[src/rtl/lease_pkg.sv]
package lease_pkg;

    // Expiry scan machine states
    typedef enum logic [0:0] {
        ST_IDLE = 1'b0,
        ST_SCAN = 1'b1
    } scan_state_t;

    // Event serviced in the current cycle, in priority order
    typedef enum logic [1:0] {
        EV_NONE    = 2'd0,
        EV_MATCH   = 2'd1,
        EV_UNMATCH = 2'd2,
        EV_ACK     = 2'd3
    } event_kind_t;

endpackage

[src/rtl/lease_deadline_calc.sv]
module lease_deadline_calc #(
    parameter int SEC_W      = 32,
    parameter int FRAC_W     = 32,
    parameter int LEASE_SEC  = 1,
    parameter int LEASE_FRAC = 0
) (
    input  logic [SEC_W-1:0]  now_sec,
    input  logic [FRAC_W-1:0] now_frac,
    output logic [SEC_W-1:0]  dl_sec,
    output logic [FRAC_W-1:0] dl_frac
);

    logic [FRAC_W:0] frac_sum;

    always_comb begin
        frac_sum = {1'b0, now_frac} + (FRAC_W+1)'(LEASE_FRAC);
        dl_frac  = frac_sum[FRAC_W-1:0];
        dl_sec   = now_sec + SEC_W'(LEASE_SEC) + SEC_W'(frac_sum[FRAC_W]);
    end

endmodule

[src/rtl/lease_id_lookup.sv]
module lease_id_lookup #(
    parameter int SLOTS = 3,
    parameter int ID_W  = 16,
    parameter int IDX_W = 2
) (
    input  logic [SLOTS-1:0]           slot_vld,
    input  logic [SLOTS-1:0][ID_W-1:0] slot_id,
    input  logic [ID_W-1:0]            key,
    output logic                       hit,
    output logic [IDX_W-1:0]           hit_idx,
    output logic                       free_any,
    output logic [IDX_W-1:0]           free_idx
);

    // Walk downwards so the lowest matching index is the one that remains
    always_comb begin
        hit      = 1'b0;
        hit_idx  = '0;
        free_any = 1'b0;
        free_idx = '0;
        for (int i = SLOTS - 1; i >= 0; i--) begin
            if (slot_vld[i] && (slot_id[i] == key)) begin
                hit     = 1'b1;
                hit_idx = IDX_W'(i);
            end
            if (!slot_vld[i]) begin
                free_any = 1'b1;
                free_idx = IDX_W'(i);
            end
        end
    end

endmodule

[src/rtl/lease_scan_fsm.sv]
module lease_scan_fsm
    import lease_pkg::*;
#(
    parameter int SLOTS = 3,
    parameter int IDX_W = 2,
    parameter int TW    = 64
) (
    input  logic             clk,
    input  logic             rst,
    input  logic [TW-1:0]    now_cat,
    output logic             scan_act,
    output logic [IDX_W-1:0] scan_idx,
    output logic             idle
);

    localparam logic [IDX_W-1:0] LAST_IDX = IDX_W'(SLOTS - 1);

    scan_state_t      state, state_nx;
    logic [TW-1:0]    seen_now;

    // State register
    always_ff @(posedge clk) begin
        if (rst) begin
            state <= ST_IDLE;
        end else begin
            state <= state_nx;
        end
    end

    // Next-state decision
    always_comb begin
        state_nx = state;
        unique case (state)
            ST_IDLE: if (now_cat != seen_now) state_nx = ST_SCAN;
            ST_SCAN: if (scan_idx == LAST_IDX) state_nx = ST_IDLE;
        endcase
    end

    // Slot pointer and captured time: copied every idle cycle, frozen during a scan
    always_ff @(posedge clk) begin
        if (rst) begin
            scan_idx <= '0;
            seen_now <= '0;
        end else begin
            unique case (state)
                ST_IDLE: begin
                    scan_idx <= '0;
                    seen_now <= now_cat;
                end
                ST_SCAN: begin
                    if (scan_idx != LAST_IDX) scan_idx <= scan_idx + 1'b1;
                end
            endcase
        end
    end

    // Outputs
    always_comb begin
        idle     = 1'b0;
        scan_act = 1'b0;
        unique case (state)
            ST_IDLE: idle     = 1'b1;
            ST_SCAN: scan_act = 1'b1;
        endcase
    end

endmodule

[src/rtl/lease_table.sv]
module lease_table
    import lease_pkg::*;
#(
    parameter  int SLOTS      = 3,
    parameter  int ID_W       = 16,
    parameter  int SEC_W      = 32,
    parameter  int FRAC_W     = 32,
    parameter  int LEASE_SEC  = 1,
    parameter  int LEASE_FRAC = 0,
    localparam int IDX_W      = (SLOTS > 1) ? $clog2(SLOTS) : 1,
    localparam int TW         = SEC_W + FRAC_W
) (
    input  logic              clk,
    input  logic              rst,
    input  logic [SEC_W-1:0]  now_sec,
    input  logic [FRAC_W-1:0] now_frac,
    input  logic              match_vld,
    input  logic [ID_W-1:0]   match_id,
    input  logic              match_reliable,
    input  logic              unmatch_vld,
    input  logic [ID_W-1:0]   unmatch_id,
    input  logic              ack_vld,
    input  logic [ID_W-1:0]   ack_id,
    output logic              match_err,
    output logic              idle,
    input  logic [IDX_W-1:0]  rd_idx,
    output logic              rd_valid,
    output logic [ID_W-1:0]   rd_id,
    output logic              rd_reliable,
    output logic [SEC_W-1:0]  rd_dl_sec,
    output logic [FRAC_W-1:0] rd_dl_frac
);

    // Slot storage
    logic [SLOTS-1:0]           slot_vld;
    logic [SLOTS-1:0]           slot_rel;
    logic [SLOTS-1:0][ID_W-1:0] slot_id;
    logic [SLOTS-1:0][TW-1:0]   slot_dl;

    logic [TW-1:0]     now_cat;
    logic [SEC_W-1:0]  new_dl_sec;
    logic [FRAC_W-1:0] new_dl_frac;
    logic [TW-1:0]     new_dl;

    assign now_cat = {now_sec, now_frac};
    assign new_dl  = {new_dl_sec, new_dl_frac};

    lease_deadline_calc #(
        .SEC_W      (SEC_W),
        .FRAC_W     (FRAC_W),
        .LEASE_SEC  (LEASE_SEC),
        .LEASE_FRAC (LEASE_FRAC)
    ) u_calc (
        .now_sec  (now_sec),
        .now_frac (now_frac),
        .dl_sec   (new_dl_sec),
        .dl_frac  (new_dl_frac)
    );

    // Event selection: match > unmatch > acknowledgement
    event_kind_t     ev_kind;
    logic [ID_W-1:0] ev_key;

    always_comb begin
        if (match_vld) begin
            ev_kind = EV_MATCH;
            ev_key  = match_id;
        end else if (unmatch_vld) begin
            ev_kind = EV_UNMATCH;
            ev_key  = unmatch_id;
        end else if (ack_vld) begin
            ev_kind = EV_ACK;
            ev_key  = ack_id;
        end else begin
            ev_kind = EV_NONE;
            ev_key  = '0;
        end
    end

    logic             lk_hit;
    logic [IDX_W-1:0] lk_hit_idx;
    logic             lk_free;
    logic [IDX_W-1:0] lk_free_idx;

    lease_id_lookup #(
        .SLOTS (SLOTS),
        .ID_W  (ID_W),
        .IDX_W (IDX_W)
    ) u_lookup (
        .slot_vld (slot_vld),
        .slot_id  (slot_id),
        .key      (ev_key),
        .hit      (lk_hit),
        .hit_idx  (lk_hit_idx),
        .free_any (lk_free),
        .free_idx (lk_free_idx)
    );

    // Decoded slot write for the serviced event
    logic             ev_set_vld;
    logic             ev_vld_val;
    logic             ev_set_id;
    logic             ev_set_dl;
    logic [IDX_W-1:0] ev_slot;
    logic             ev_err;
    logic             ev_touch;

    always_comb begin
        ev_set_vld = 1'b0;
        ev_vld_val = 1'b0;
        ev_set_id  = 1'b0;
        ev_set_dl  = 1'b0;
        ev_slot    = '0;
        ev_err     = 1'b0;
        unique case (ev_kind)
            EV_NONE: begin
            end
            EV_MATCH: begin
                if (lk_hit) begin
                    ev_slot    = lk_hit_idx;
                    ev_set_vld = 1'b1;
                    ev_vld_val = 1'b1;
                    ev_set_id  = 1'b1;
                    ev_set_dl  = 1'b1;
                end else if (lk_free) begin
                    ev_slot    = lk_free_idx;
                    ev_set_vld = 1'b1;
                    ev_vld_val = 1'b1;
                    ev_set_id  = 1'b1;
                    ev_set_dl  = 1'b1;
                end else begin
                    ev_err = 1'b1;
                end
            end
            EV_UNMATCH: begin
                if (lk_hit) begin
                    ev_slot    = lk_hit_idx;
                    ev_set_vld = 1'b1;
                    ev_vld_val = 1'b0;
                end
            end
            EV_ACK: begin
                if (lk_hit && slot_rel[lk_hit_idx]) begin
                    ev_slot   = lk_hit_idx;
                    ev_set_dl = 1'b1;
                end
            end
        endcase
        ev_touch = ev_set_vld | ev_set_dl;
    end

    // Expiry scan
    logic             scan_act;
    logic [IDX_W-1:0] scan_idx;
    logic             expire_now;

    lease_scan_fsm #(
        .SLOTS (SLOTS),
        .IDX_W (IDX_W),
        .TW    (TW)
    ) u_fsm (
        .clk      (clk),
        .rst      (rst),
        .now_cat  (now_cat),
        .scan_act (scan_act),
        .scan_idx (scan_idx),
        .idle     (idle)
    );

    // A same-cycle event on the scanned slot overrides the removal
    always_comb begin
        expire_now = scan_act
                   && slot_vld[scan_idx]
                   && slot_rel[scan_idx]
                   && (now_cat >= slot_dl[scan_idx])
                   && !(ev_touch && (ev_slot == scan_idx));
    end

    // Slot update
    always_ff @(posedge clk) begin
        if (rst) begin
            slot_vld  <= '0;
            slot_rel  <= '0;
            slot_id   <= '0;
            slot_dl   <= '0;
            match_err <= 1'b0;
        end else begin
            match_err <= ev_err;
            if (expire_now) begin
                slot_vld[scan_idx] <= 1'b0;
            end
            if (ev_set_vld) begin
                slot_vld[ev_slot] <= ev_vld_val;
            end
            if (ev_set_id) begin
                slot_id[ev_slot]  <= match_id;
                slot_rel[ev_slot] <= match_reliable;
            end
            if (ev_set_dl) begin
                slot_dl[ev_slot] <= new_dl;
            end
        end
    end

    // Inspection port
    always_comb begin
        rd_valid    = 1'b0;
        rd_id       = '0;
        rd_reliable = 1'b0;
        rd_dl_sec   = '0;
        rd_dl_frac  = '0;
        if (int'(rd_idx) < SLOTS) begin
            rd_valid    = slot_vld[rd_idx];
            rd_id       = slot_id[rd_idx];
            rd_reliable = slot_rel[rd_idx];
            rd_dl_sec   = slot_dl[rd_idx][TW-1:FRAC_W];
            rd_dl_frac  = slot_dl[rd_idx][FRAC_W-1:0];
        end
    end

endmodule

[config.mk]
export PLATFORM = sky130hd
export DESIGN_NAME = lease_table
export DESIGN_NICKNAME = d
export VERILOG_FILES = /design/src/rtl/lease_pkg.sv /design/src/rtl/lease_deadline_calc.sv /design/src/rtl/lease_id_lookup.sv /design/src/rtl/lease_scan_fsm.sv /design/src/rtl/lease_table.sv
export SDC_FILE = /design/constraint.sdc
export NUM_CORES = 1
export LEC_CHECK = 0
export BUFFER_PORTS_ARGS = -buffer_cell sky130_fd_sc_hd__buf_4
export CORE_UTILIZATION = 55
export CTS_CLUSTER_SIZE = 40
export DETAILED_ROUTE_END_ITERATION = 8
export GPL_TIMING_DRIVEN = 0
export HOLD_SLACK_MARGIN = 0.06
export PLACE_DENSITY_LB_ADDON = 0.12
export SLEW_MARGIN = 10
export SYNTH_ARGS = -nofsm -noshare
export SYNTH_HDL_FRONTEND = slang
export SYNTH_HIERARCHICAL = 1
export SYNTH_SLANG_ARGS = --single-unit
export TNS_END_PERCENT = 30
[constraint.sdc]
create_clock -name clk -period 8.5 [get_ports clk]
set_clock_uncertainty 0.05 [all_clocks]
set_input_delay 1.275 -clock clk [delete_from_list [all_inputs] [get_ports clk]]
set_output_delay 1.275 -clock clk [all_outputs]
set_load 0.01 [all_outputs]
==> out/qor.txt <==
placed insts - 2931
slew margin rel. - 0.180
gr usage total - 0.360
Die Ht - 184 µm
critical path startpoint category - primary input
commonest cells after routing, fill and taps aside - nand2_1, dfxtp_1, a21oi_1, mux2i_1, buf_4
Post-Syn Instances - 2288
HP Class - reg2reg
DR WL/cell - 20.8 µm
# Max-Cap Violations - 0
ys async rst share - 0
slowest stage delay, CP - 0.83 ns
TritonRoute pass-1 iters - 6
RSZ-0062 raised after global routing - false
via-per-instance ratio - 5.91
Critical Path RT - 7.17 ns
CTS resizes - 0
sequential power share - 0.421
root buffer cell - clkbuf_16
CTS H-tree depth - 2
die footprint - 33700 µm²
Netlist cell types - 60
Tcrit/Tclk final - 0.669
leakage power - 0.00845 µW
Syn Area/Cell - 7.93 µm²
Multi-input gate area - 10800 µm²
syn nets - 2478
Inserted Clock Buffers - 37
met3 usage - 0.0666
fill cell count - 2933
most used cell, CP - clkbuf_1
met1 Use GR - 0.473
sw frac - 0.281
GR peak layer - met2
Seq/Total Area, Yosys - 0.346
core area - 32500 µm²
GRT overflow - 0
Final Max Tran Viols - 0
VDD IR-drop max - 0.000150 V
first-pass GRT wire length - 92900 µm
slowest CP cell - clkbuf_1
critical path arrival - 4.36 ns
final setup TNS - 0 ns
clk sinks - 314
FF+latch area - 6290 µm²
CP Cell Sequence - clkbuf_1 > nor2b_1 > clkbuf_1 > clkbuf_1 > nand2_1 > o21ai_0 > buf_4
P&R area growth vs syn - 17.7%
pwr/cell area - 172 nW/µm²
status - completed
grt met2 use - 0.585
PortBufs - 201
CP endpoint kind - output pin
WS Path Type - in2out
clock tree from TritonCTS - yes
Seq cells post-synth - 314
maximum fanout along the worst path - 10
number of synthesized flops with an enable pin - 0
CTS max path bufs - 3
Post-synth top flop - dfxtp_1
Final min period - 5.68 ns
I/O pin count - 204
later-pin clock latency in the skew report - 0.53 ns
DRT antenna net count - 0
largest net degree at the start of global routing - 14
fraction of layout cells with a size suffix above 1 - 0.146
Clock Power Share - 0.419
Comb power frac - 0.160
initial antenna violation count - 1
worst-margin pin slew - 1.23 ns
# nets final - 2718
# hold bufs at CTS - 0
Mapped Area - 18100 µm²
yosys warns - 6
vias in the first global route - 16500
cell family with most CP delay - buffers and inverters
Max Clk Rate - 176 MHz
Initial Utilization - 0.558
most common cell after layout, fill and taps aside - nand2_1
buffers and inverters on the worst path - 4
Setup-failing EPs final - 0
die width - 184 µm
hpwl dp - 44400 µm
final hold vios - 0
Final Non-Filler Cells - 2993
Worst-path clk slew - 0.06 ns
post-CTS repair timing setup buffer count - 0
drt initial violations - 1981
GP Congestion - 0.949
internal power - 2650 µW
DRT Wirelength - 62100 µm
Via Count - 17700
drt drc - 0
Rows - 66
P_sw - 1030 µW
==> cell usage after synthesis, types with 4 or more instances <==
cell / number / area [µm²]
nor2_4: 4 / 45.0
buf_6: 16 / 180
inv_1: 12 / 45.0
nor2_1: 195 / 732
o21ai_0: 114 / 571
nor4_2: 6 / 75.1
clkbuf_1: 76 / 285
ha_1: 70 / 876
o21ai_1: 5 / 25.0
dfxtp_1: 314 / 6290
nand3_1: 23 / 115
nand2_1: 521 / 1960
xor2_1: 82 / 718
nor4_1: 25 / 156
nand4_1: 26 / 163
nor2b_1: 7 / 43.8
or2_1: 5 / 31.3
a221oi_1: 6 / 52.6
a21oi_1: 282 / 1410
buf_1: 11 / 41.3
buf_2: 39 / 195
nor3_1: 9 / 45.0
buf_4: 40 / 300
xnor2_1: 62 / 543
mux2i_1: 265 / 2650
and3_1: 5 / 31.3
a22oi_1: 17 / 128
and4_1: 7 / 61.3
==> state kept, by name, indices dropped and copies added (netlist names) <==
name and cells:
match_err 1, slot_dl 192, slot_id 48, slot_rel 3, slot_vld 3, u_fsm/scan_idx 2
u_fsm/seen_now 64, u_fsm/state 1
==> worst register-to-register path, stage by stage (launching register included) <==
cell	delay, ns
dfxtp_1	0.37
clkbuf_1	0.32
nor2b_1	0.31
clkbuf_1	0.68
clkbuf_1	0.71
a21oi_1	0.29
ha_1	0.37
nand4_1	0.19
nor4_1	0.49
nand4_1	0.37
a311oi_1	0.57
nor4_1	0.27
nor3_1	0.28
a311oi_1	0.12
==> area by class of cell <==
| cell class | count | share of cell area |
|---|---|---|
| Multi-Input combinational cell | 1779 | 0.506 |
| Antenna cell | 1 | 0.000117 |
| Tap cell | 442 | 0.0259 |
| Inverter | 13 | 0.00234 |
| Buffer | 182 | 0.0469 |
| Sequential cell | 314 | 0.294 |
| Clock buffer | 53 | 0.0504 |
| Timing Repair Buffer | 201 | 0.0707 |
| Clock inverter | 8 | 0.00328 |
==> kinds of logic (layout without fill, tap and decap cells) <==
group                      count (synthesis)  after routing  synth area share
AOI/OAI and AO/OA                        446            446             0.131
xor gates and xnor gates                 144            144            0.0695
adders and majority gates                 70             70            0.0483
buffers and inverters                    195            457            0.0580
DFF                                      314            314             0.346
muxes                                    265            265             0.146
other                                      0              1                 0
and+or+nand+nor                          854            854             0.201
==> stage by stage <==
stage	hold WS [ns]	setup slack [ns]	utilization	power [µW]	cell area, µm²
after floorplan	0.398	3.50	-	1920	18100
after global placement	0.404	2.64	0.621	2140	20200
after detailed placement	0.413	2.51	0.621	2150	20200
after CTS	0.420	3.03	0.656	3670	21400
after global routing	0.438	2.59	0.656	3790	21400
final	0.420	2.82	0.656	3680	21400
==> final timing paths <==
path / start / endpoint / slack [ns] / depth (start not counted)
setup / recovery: rd_idx[0] / rd_dl_frac[0] / 2.82 / 7
hold / removal: slot_dl[36] / slot_dl[36] / 0.42 / 2
setup reg to reg: u_fsm/scan_idx[0] / slot_vld[2] / 2.96 / 13
hold reg to reg: slot_dl[36] / slot_dl[36] / 0.42 / 2
==> layer usage <==
| metal | vias to the layer above | part of all wire |
|---|---|---|
| li1 | 8254 | - |
| met1 | 8407 | 0.41 |
| met2 | 895 | 0.46 |
| met3 | 128 | 0.10 |
| met4 | 0 | 0.031 |
| met5 | - | 0 |
==> power groups by stage <==
| stage | clock, µW | sequential, µW | combinational, µW |
|---|---|---|---|
| after floorplan | 0 | 1570 | 348 |
| after global placement | 0 | 1580 | 562 |
| after detailed placement | 0 | 1580 | 572 |
| after CTS | 1540 | 1550 | 576 |
| after global routing | 1610 | 1560 | 627 |
| final | 1540 | 1550 | 589 |
No activity file was read; power rests on OpenSTA's default activity.
